`src/rtl/bfu_pkg.sv`:
```
// Shared operation codes and shuffle variant codes for the bit-field unit.
// Assumes a decoder upstream has already mapped opcodes onto these values.
package bfu_pkg;

    typedef enum logic [2:0] {
        BFU_CLZ  = 3'd0,
        BFU_CLO  = 3'd1,
        BFU_EXT  = 3'd2,
        BFU_INS  = 3'd3,
        BFU_SHUF = 3'd4
    } bfu_op_e;

    // Shuffle variants, carried in the shift-amount field position.
    localparam logic [4:0] SHF_HALF_SWAP = 5'h02;
    localparam logic [4:0] SHF_SEXT_B    = 5'h10;
    localparam logic [4:0] SHF_SEXT_H    = 5'h18;

endpackage

```
`src/rtl/bfu_lead_count.sv`:
```
// Leading-zero / leading-one counter built as a log-depth priority encoder.
// Each level tests the upper half of what remains and shifts it out when it
// is empty, producing one count bit per level.
// Assumes W is a power of two and at least 2.
module bfu_lead_count #(
    parameter int unsigned W  = 32,
    parameter int unsigned CW = $clog2(W) + 1
) (
    input  logic [W-1:0]  src,
    input  logic          count_ones,
    output logic [CW-1:0] count
);
    localparam int unsigned LG = $clog2(W);

    logic [W-1:0]  probe;
    logic [W-1:0]  stage [0:LG];
    logic [LG-1:0] zbits;

    // Leading ones are counted as leading zeros of the inverted operand.
    assign probe    = count_ones ? ~src : src;
    assign stage[0] = probe;

    // One level per count bit, from the widest span down to a single bit.
    for (genvar k = 0; k < LG; k++) begin : g_lvl
        localparam int unsigned SPAN = W >> (k + 1);
        assign zbits[LG-1-k] = ~|stage[k][W-1 -: SPAN];
        assign stage[k+1]    = zbits[LG-1-k] ? (stage[k] << SPAN) : stage[k];
    end

    // An empty operand needs the extra top count bit.
    assign count = (probe == '0) ? CW'(W) : {1'b0, zbits};

endmodule

```
`src/rtl/bfu_field.sv`:
```
// Bit-field extract and insert datapath with operand legality checks.
// Extract reads hi as size-minus-one; insert reads hi as the absolute top bit.
// Assumes W is a power of two.
module bfu_field #(
    parameter int unsigned W  = 32,
    parameter int unsigned FW = $clog2(W)
) (
    input  logic [W-1:0]  rs,
    input  logic [W-1:0]  rt,
    input  logic [FW-1:0] hi,
    input  logic [FW-1:0] lo,
    output logic [W-1:0]  ext_val,
    output logic [W-1:0]  ins_val,
    output logic          ext_bad,
    output logic          ins_bad
);
    localparam logic [W-1:0] ONES = '1;

    logic [FW:0]  ext_sum;
    logic [FW:0]  top_excl;
    logic [W-1:0] low_mask;
    logic [W-1:0] ins_mask;

    // Field extent and legality for both operations.
    always_comb begin
        ext_sum  = {1'b0, hi} + {1'b0, lo};
        top_excl = {1'b0, hi} + 1'b1;
        ext_bad  = ext_sum > (FW+1)'(W - 1);
        ins_bad  = lo > hi;
    end

    // Mask of hi+1 low bits; a shift by W yields zero, so the mask fills.
    always_comb begin
        low_mask = ~(ONES << top_excl);
        ins_mask = low_mask & (ONES << lo);
    end

    // Extract: align the field to bit 0 and clear everything above it.
    always_comb ext_val = (rs >> lo) & low_mask;

    // Insert: merge the shifted source into the destination under the mask.
    always_comb ins_val = (rt & ~ins_mask) | ((rs << lo) & ins_mask);

endmodule

```
`src/rtl/bfu_shuffle.sv`:
```
// Byte-shuffle group: byte swap inside each halfword and sign extension of
// a byte or a halfword. The variant comes from a 5-bit code.
// Assumes W is a multiple of 16.
module bfu_shuffle #(
    parameter int unsigned W = 32
) (
    input  logic [W-1:0] rt,
    input  logic [4:0]   code,
    output logic [W-1:0] value,
    output logic         bad
);
    import bfu_pkg::*;

    localparam int unsigned NH = W / 16;

    logic [W-1:0] swapped;

    // Swap the two bytes of every halfword lane.
    for (genvar h = 0; h < NH; h++) begin : g_half
        assign swapped[16*h +: 8]     = rt[16*h + 8 +: 8];
        assign swapped[16*h + 8 +: 8] = rt[16*h +: 8];
    end

    // Pick the variant; unknown codes pass rt through and flag it.
    always_comb begin
        bad = 1'b0;
        unique case (code)
            SHF_HALF_SWAP: value = swapped;
            SHF_SEXT_B:    value = {{(W-8){rt[7]}}, rt[7:0]};
            SHF_SEXT_H:    value = {{(W-16){rt[15]}}, rt[15:0]};
            default: begin
                value = rt;
                bad   = 1'b1;
            end
        endcase
    end

endmodule

```
`src/rtl/bfu_bitfield_unit.sv`:
```
// Top of the bit-field and leading-count unit. Combinational operation
// logic feeds a single output register with synchronous active-low reset.
// Assumes op_sel is already decoded; codes 5..7 are treated as undefined.
module bfu_bitfield_unit #(
    parameter int unsigned W = 32
) (
    input  logic         clk,
    input  logic         rst_n,
    input  logic [2:0]   op_sel,
    input  logic [W-1:0] rs_val,
    input  logic [W-1:0] rt_val,
    input  logic [4:0]   fld_hi,
    input  logic [4:0]   fld_lo,
    output logic [W-1:0] result,
    output logic         bad_operand
);
    import bfu_pkg::*;

    localparam int unsigned CW = $clog2(W) + 1;

    bfu_op_e      op;
    logic [CW-1:0] lead_cnt;
    logic [W-1:0] ext_val;
    logic [W-1:0] ins_val;
    logic         ext_bad;
    logic         ins_bad;
    logic [W-1:0] shf_val;
    logic         shf_bad;
    logic [W-1:0] nxt_res;
    logic         nxt_bad;

    assign op = bfu_op_e'(op_sel);

    bfu_lead_count #(.W(W), .CW(CW)) u_count (
        .src        (rs_val),
        .count_ones (op_sel == BFU_CLO),
        .count      (lead_cnt)
    );

    bfu_field #(.W(W), .FW(5)) u_field (
        .rs      (rs_val),
        .rt      (rt_val),
        .hi      (fld_hi),
        .lo      (fld_lo),
        .ext_val (ext_val),
        .ins_val (ins_val),
        .ext_bad (ext_bad),
        .ins_bad (ins_bad)
    );

    bfu_shuffle #(.W(W)) u_shuffle (
        .rt    (rt_val),
        .code  (fld_lo),
        .value (shf_val),
        .bad   (shf_bad)
    );

    // Select the operation result; illegal cases return rt and raise the flag.
    always_comb begin
        nxt_res = rt_val;
        nxt_bad = 1'b0;
        case (op)
            BFU_CLZ, BFU_CLO: nxt_res = W'(lead_cnt);
            BFU_EXT: begin
                nxt_bad = ext_bad;
                nxt_res = ext_bad ? rt_val : ext_val;
            end
            BFU_INS: begin
                nxt_bad = ins_bad;
                nxt_res = ins_bad ? rt_val : ins_val;
            end
            BFU_SHUF: begin
                nxt_bad = shf_bad;
                nxt_res = shf_val;
            end
            default: nxt_bad = 1'b1;
        endcase
    end

    // Output register with synchronous active-low clear.
    always_ff @(posedge clk) begin
        if (!rst_n) begin
            result      <= '0;
            bad_operand <= 1'b0;
        end else begin
            result      <= nxt_res;
            bad_operand <= nxt_bad;
        end
    end

endmodule

```
`config.mk`:
```
export PLATFORM = sky130hd
export DESIGN_NAME = bfu_bitfield_unit
export DESIGN_NICKNAME = d
export VERILOG_FILES = /design/src/rtl/bfu_pkg.sv /design/src/rtl/bfu_lead_count.sv /design/src/rtl/bfu_field.sv /design/src/rtl/bfu_shuffle.sv /design/src/rtl/bfu_bitfield_unit.sv
export SDC_FILE = /design/constraint.sdc
export NUM_CORES = 1
export LEC_CHECK = 0
export BUFFER_PORTS_ARGS = -buffer_cell sky130_fd_sc_hd__buf_4
export CORE_MARGIN = 2
export CORE_UTILIZATION = 48
export DETAILED_ROUTE_END_ITERATION = 10
export GPL_TIMING_DRIVEN = 0
export HOLD_SLACK_MARGIN = 0.05
export PLACE_DENSITY = 0.76
export SYNTH_ARGS = -nofsm -noshare
export SYNTH_HDL_FRONTEND = slang
export SYNTH_SLANG_ARGS = --single-unit
```
`constraint.sdc`:
```
create_clock -name clk -period 3.01 [get_ports clk]
set_input_delay 0.301 -clock clk [delete_from_list [all_inputs] [get_ports clk]]
set_output_delay 0.301 -clock clk [all_outputs]
set_load 0.01 [all_outputs]
```
* Word level (Yosys, flattened, before mapping)
Index checks and enable logic that the tools add are counted.
Word-level totals: register bits after elaboration 33
Cells by class: equal/unequal tests 7, $lt $le $gt $ge 2, add/subtract/negate cells 2, multiplexer cells 12, bitwise gates (word level) 8, shifts and indexed selects 4, reductions and logical operators 13
Operators with widths (count):
- $mux W32 | 7
- $and A32 B32 Y32 | 4
- $pmux W32 S4 | 1
- $not A32 Y32 | 3
- $pmux W32 S3 | 1
- $logic_not A32 Y1 | 1
- $or A32 B32 Y32 | 1
- $shl A32 B5 Y32 | 1
- $shl A32 B5 Y32 const A | 1
- $shl A32 B6 Y32 const A | 1
- $shr A32 B5 Y32 | 1
- $reduce_or A16 Y1 | 1
- $eq A5 B5 Y1 const B | 2
- $reduce_or A8 Y1 | 1
- $add A5 B1 Y6 const B | 1
- $add A5 B5 Y6 | 1
- $eq A3 B2 Y1 const B | 2
- $gt A6 B5 Y1 const B | 1
- $mux W6 | 1
- $eq A5 B2 Y1 const B | 1
- $gt A5 B5 Y1 | 1
- $logic_not A1 Y1 | 5
- $pmux W1 S4 | 1
- $reduce_or A2 Y1 | 2
- other kinds (6) | 6

* Depth between registers and ports, before layout
depth after elaboration 13, mapped depth 13, depth with buffers taken out 10

* Hierarchy
Synthesis repeated with hierarchy kept, for this count alone.
Second synthesis, totals: cell total of the unflattened synthesis 1020, area, all modules 8169.1 sq um
Modules (own cells, without submodules):
- bfu_field | area an instance 4515.6 sq um, instances 1, cells each 564
- bfu_bitfield_unit | area an instance 2324.7 sq um, instances 1, cells each 270
- bfu_lead_count | area an instance 810.8 sq um, instances 1, cells each 135
- bfu_shuffle | area an instance 518.0 sq um, instances 1, cells each 51

* Worst setup path after synthesis
OpenSTA, ideal clock, no wires.
path type input to register, start point input fld_lo[0], end point register result[12], arrival time 2641 ps, stages 12, data required time 2879 ps, buffers on the path 2, setup slack 238 ps, cells stage by stage buf_2 -> buf_1 -> inv_1 -> ha_1 -> nor2b_1 -> o21a_1 -> o21ai_0 -> a21oi_1 -> nor2_1 -> a32o_1 -> a221oi_1 -> o22ai_1
On the way: word-level cells in the longest chain between the ends 7
RTL lines:
- start: declaration | line bfu_bitfield_unit.sv:13 | input logic [4:0] fld_lo,
- branches (longest 6 deep; another with $add A5 B5 Y6)
- $pmux W32 S4 (*) | line bfu_bitfield_unit.sv:62 | case (op)
- end signal: assignment | line bfu_bitfield_unit.sv:86 | result <= nxt_res;
- end: declaration | line bfu_bitfield_unit.sv:14 | output logic [W-1:0] result,
Every way passes the cells marked *. A chain may end at the register's enable or synchronous reset.

* Final worst setup path
start point input fld_lo[1], end point register result[16]
The elaborated chain is that of the path after synthesis.

==> summary.txt <==
Worst setup path
  – Startpoint types: input port
  – CP Class: input port to flip-flop
  – Crit path depth: 11
  – Worst setup EP type: flip-flop
  – Crit path from: fld_lo[1]
  – Worst-path fanout max: 10
  – Critical Path AT: 3.21 ns
  – Top delay family on crit path: compound AO/OA/AOI/OAI gates
  – Critical path, cell by cell: buf_4 -> buf_2 -> buf_2 -> clkbuf_2 -> nor2_1 -> nand2_1 -> nand2_1 -> o31a_1 -> a41oi_1 -> a2111o_1 -> a31oi_1
  – Crit-path slowest cell: nor2_1
  – Crit path largest cell delay: 0.59 ns
  – Critical path data required time: ~3.2 ns
  – Crit path buffers/inverters: 4
  – CP Capture Point: result[16]$_SDFF_PN0_

Power and ir drop
  – Clock network power share: between 20 and 25%
  – Net Sw Frac: 44.51%
  – PwrDens: 296.3 mW/mm²
  – Tot Pwr: 2.530 mW
  – Comb pwr share: 56.9%
  – Worst ir drop on vdd: 175.5 µV
  – Internal power: 1.404 mW
  – Reg power frac: roughly a fifth
  – Leakage power: 3.240 nW
  – Switching pwr: approximately 1.1 mW

STA
  – Setup violators final: 0
  – Max-slew headroom: around 32%
  – Final Slew Violations: 0
  – Final Critical Period: 3.002 ns
  – Final period utilization: 99.74%
  – Final Hold Viols: 0
  – Worst Max-Slew Pin Slew: just over 1 ns
  – Max Clk Rate: approximately 330 MHz
  – RSZ-0062 raised after global routing: true

Synth
  – Most instantiated library cell after synthesis: nor2_1
  – Async SR Flop Fraction: 0%
  – Synth Flop Type: dfxtp_1
  – Post-synth EDFFs: 0
  – Syn Area/Cell: 7.120 µm²
  – Post-Syn Nets: 1100
  – Yosys cell types: 76
  – Cell taking the most area after synthesis: mux4_2
  – Seq/Total Area, Yosys: 9.215%
  – YS warnings: 0
  – Mapped Area: 0.007169 mm²
  – Seq cells post-synth: 33
  – Yosys top cell area share: 16.02%
  – Post-Synthesis Cells: about 1000
  – Top post-synthesis cells by area: mux4_2, dfxtp_1, mux2i_1, nor2_1, a21oi_1
  – Synth top cells by count: nor2_1, clkbuf_1, nand2_1, a21oi_1, o21ai_0

Job
  – Max cap viols: 0

Floorplanning
  – Die width: 126.2 µm
  – Io pins: 112
  – Starting Density: between 40% and 50%
  – Num rows: 44
  – Die Height: 126.2 µm
  – Die ar.: 0.01593 mm²
  – Core Region: around 0.015 mm²

Layout
  – Layout filler cell count: 1463
  – Layout cell share with drive strength beyond 1: a little over a fifth
  – Area occupied by multi-input gates: 0.006116 mm²
  – Register area: about 660 µm²
  – NumNets Final: ~1200
  – Synthesis-to-layout area growth: 19.08%
  – Core Util, Final: between 50% and 60%

Routing
  – Final WL: between 30000 and 40000 µm
  – DRC: 0
  – DRC violation total after the first TritonRoute iteration: 1507
  – Detailed-route via count: between 9000 and 10000
  – Wire length per cell: 29.35 µm
  – Avg Vias per Cell: 7.419
  – Post-route ant nets: 0
  – First drt pass iteration count: 6

Global routing
  – Initial antenna violation count: 0
  – Total GRT Usage: about 47%
  – Largest net degree at the start of global routing: 11
  – Vias in the first global route: 9187
  – Grt total ovfl: 0
  – Global-route wire length before repair: 57350 µm

Clock network
  – Clk root buf: clkbuf_16
  – Sink Count: 33
  – CTS buffer count: 5
  – Clock Path Buffers: 2
  – TritonCTS clock tree: built
  – H-tree depth: 2
  – Reg clk slew, reported paths: approximately 0.06 ns
  – Hold-fix buffer count after cts: 0

Min path
  – Worst Hold Path Cells: 3
  – Hold WC Path Type: input port to flip-flop

Outcome
  – Outcome: finished, final reports clean

Placement
  – RD Place Congestion: 1.119
  – HPWL Detailed: about 30000 µm
  – PortBufs: 106
==> layer usage <==
metal / wire, µm / part of all wire (%) / GRT usage [%] / vias to the layer above
li1: - / - / - / 4079
met1: 13850 / 36 / 59.04 / 4498
met2: 16690 / 44 / 74.32 / 900
met3: 4508 / 12 / 9.303 / 220
met4: 3316 / 8.6 / 29.93 / 0
met5: 0 / 0 / 0 / -
==> kinds of logic (layout without fill, tap and decap cells) <==
kind of cell | Yosys count | after routing | synth area share, %
AND/OR/NAND/NOR | 372 | 372 | 24.49
other | 0 | 1 | 0
XOR/XNOR | 4 | 4 | 0.4886
multiplexers | 119 | 119 | 25.74
buffers and inverters | 131 | 246 | 7.138
adder cells (fa/ha/maj) | 14 | 14 | 2.443
flip-flops | 33 | 33 | 9.215
AO/OA/AOI/OAI | 334 | 334 | 30.49
==> registers in the layout (all words and copies together), names as in the netlist <==
name	flops
bad_operand	1
result	32
==> cell usage in the layout (no fill, tap or decap), drive strengths merged, types with 5 or more instances in the layout <==
master and n:
o22ai 19, clkbuf 98, mux2i 55, nand2b 8, a31oi 39, nand2 86
a211oi 16, nand3 31, and3 16, nor4 14, buf 126, dfxtp 33
o211ai 10, a21oi 82, mux4 51, inv 20, a2111oi 7, o21ai 70
o2111ai 5, a21o 7, o22a 5, mux2 13, nor3 28, nor2 139
nor2b 8, or3 11, nand4 8, a22oi 9, ha 14, a221oi 11
==> metrics by stage <==
stage / TNS [ns] / setup slack (ns) / instance area [µm²] / hold slack [ns] / cells
finish: 0 / 0.007723 / 8537 / 0.3278 / 1307
global placement: -33.72 / -1.301 / 8195 / 0.6151 / 1297
global route: -0.2961 / -0.06564 / 8534 / 0.3291 / 1306
CTS: 0 / 0.03681 / 8421 / 0.3273 / 1305
floorplan: 0 / 0.2383 / 7169 / 0.4289 / 1007
detailed placement: -33.48 / -1.279 / 8195 / 0.6174 / 1297
==> worst min-delay path by stage <==
| stage | startpoint | to | slack, ns |
|---|---|---|---|
| 6_report | rt_val[8] | result[8]$_SDFF_PN0_ | 0.33 |
| 5_1_grt | rt_val[6] | result[6]$_SDFF_PN0_ | 0.33 |
| 4_1_cts | rt_val[8] | result[8]$_SDFF_PN0_ | 0.33 |
| 3_5_place_dp | rt_val[30] | result[30]$_SDFF_PN0_ | 0.62 |
| 2_1_floorplan | rst_n | result[28]$_SDFF_PN0_ | 0.43 |
| 3_3_place_gp | rt_val[25] | result[25]$_SDFF_PN0_ | 0.62 |
==> power groups by stage <==
stage	combinational, mW	sequential (mW)	clock (mW)
after detailed placement	1.32	0.487	0
after global placement	1.32	0.486	0
final	1.44	0.477	0.614
after global routing	1.49	0.480	0.632
after CTS	1.33	0.478	0.613
after floorplan	0.778	0.504	0
==> timing repair <==
item                                    CTS  global route
pin swaps                                 0             1
endpoints found under the setup margin   33            32
resized for setup                        24            38
buffers inserted                          0             2
==> layout make-up <==
cell class	count	share of cell area (%)
Buffer	109	5.452
Tap cell	184	2.697
Timing Repair Buffer	108	9.497
Sequential cell	33	7.739
Clock buffer	7	1.671
Antenna cell	1	0.02931
Clock inverter	1	0.3518
Inverter	21	0.9233
Multi-Input combinational cell	843	71.64
Power figures use the tool's default switching activity.
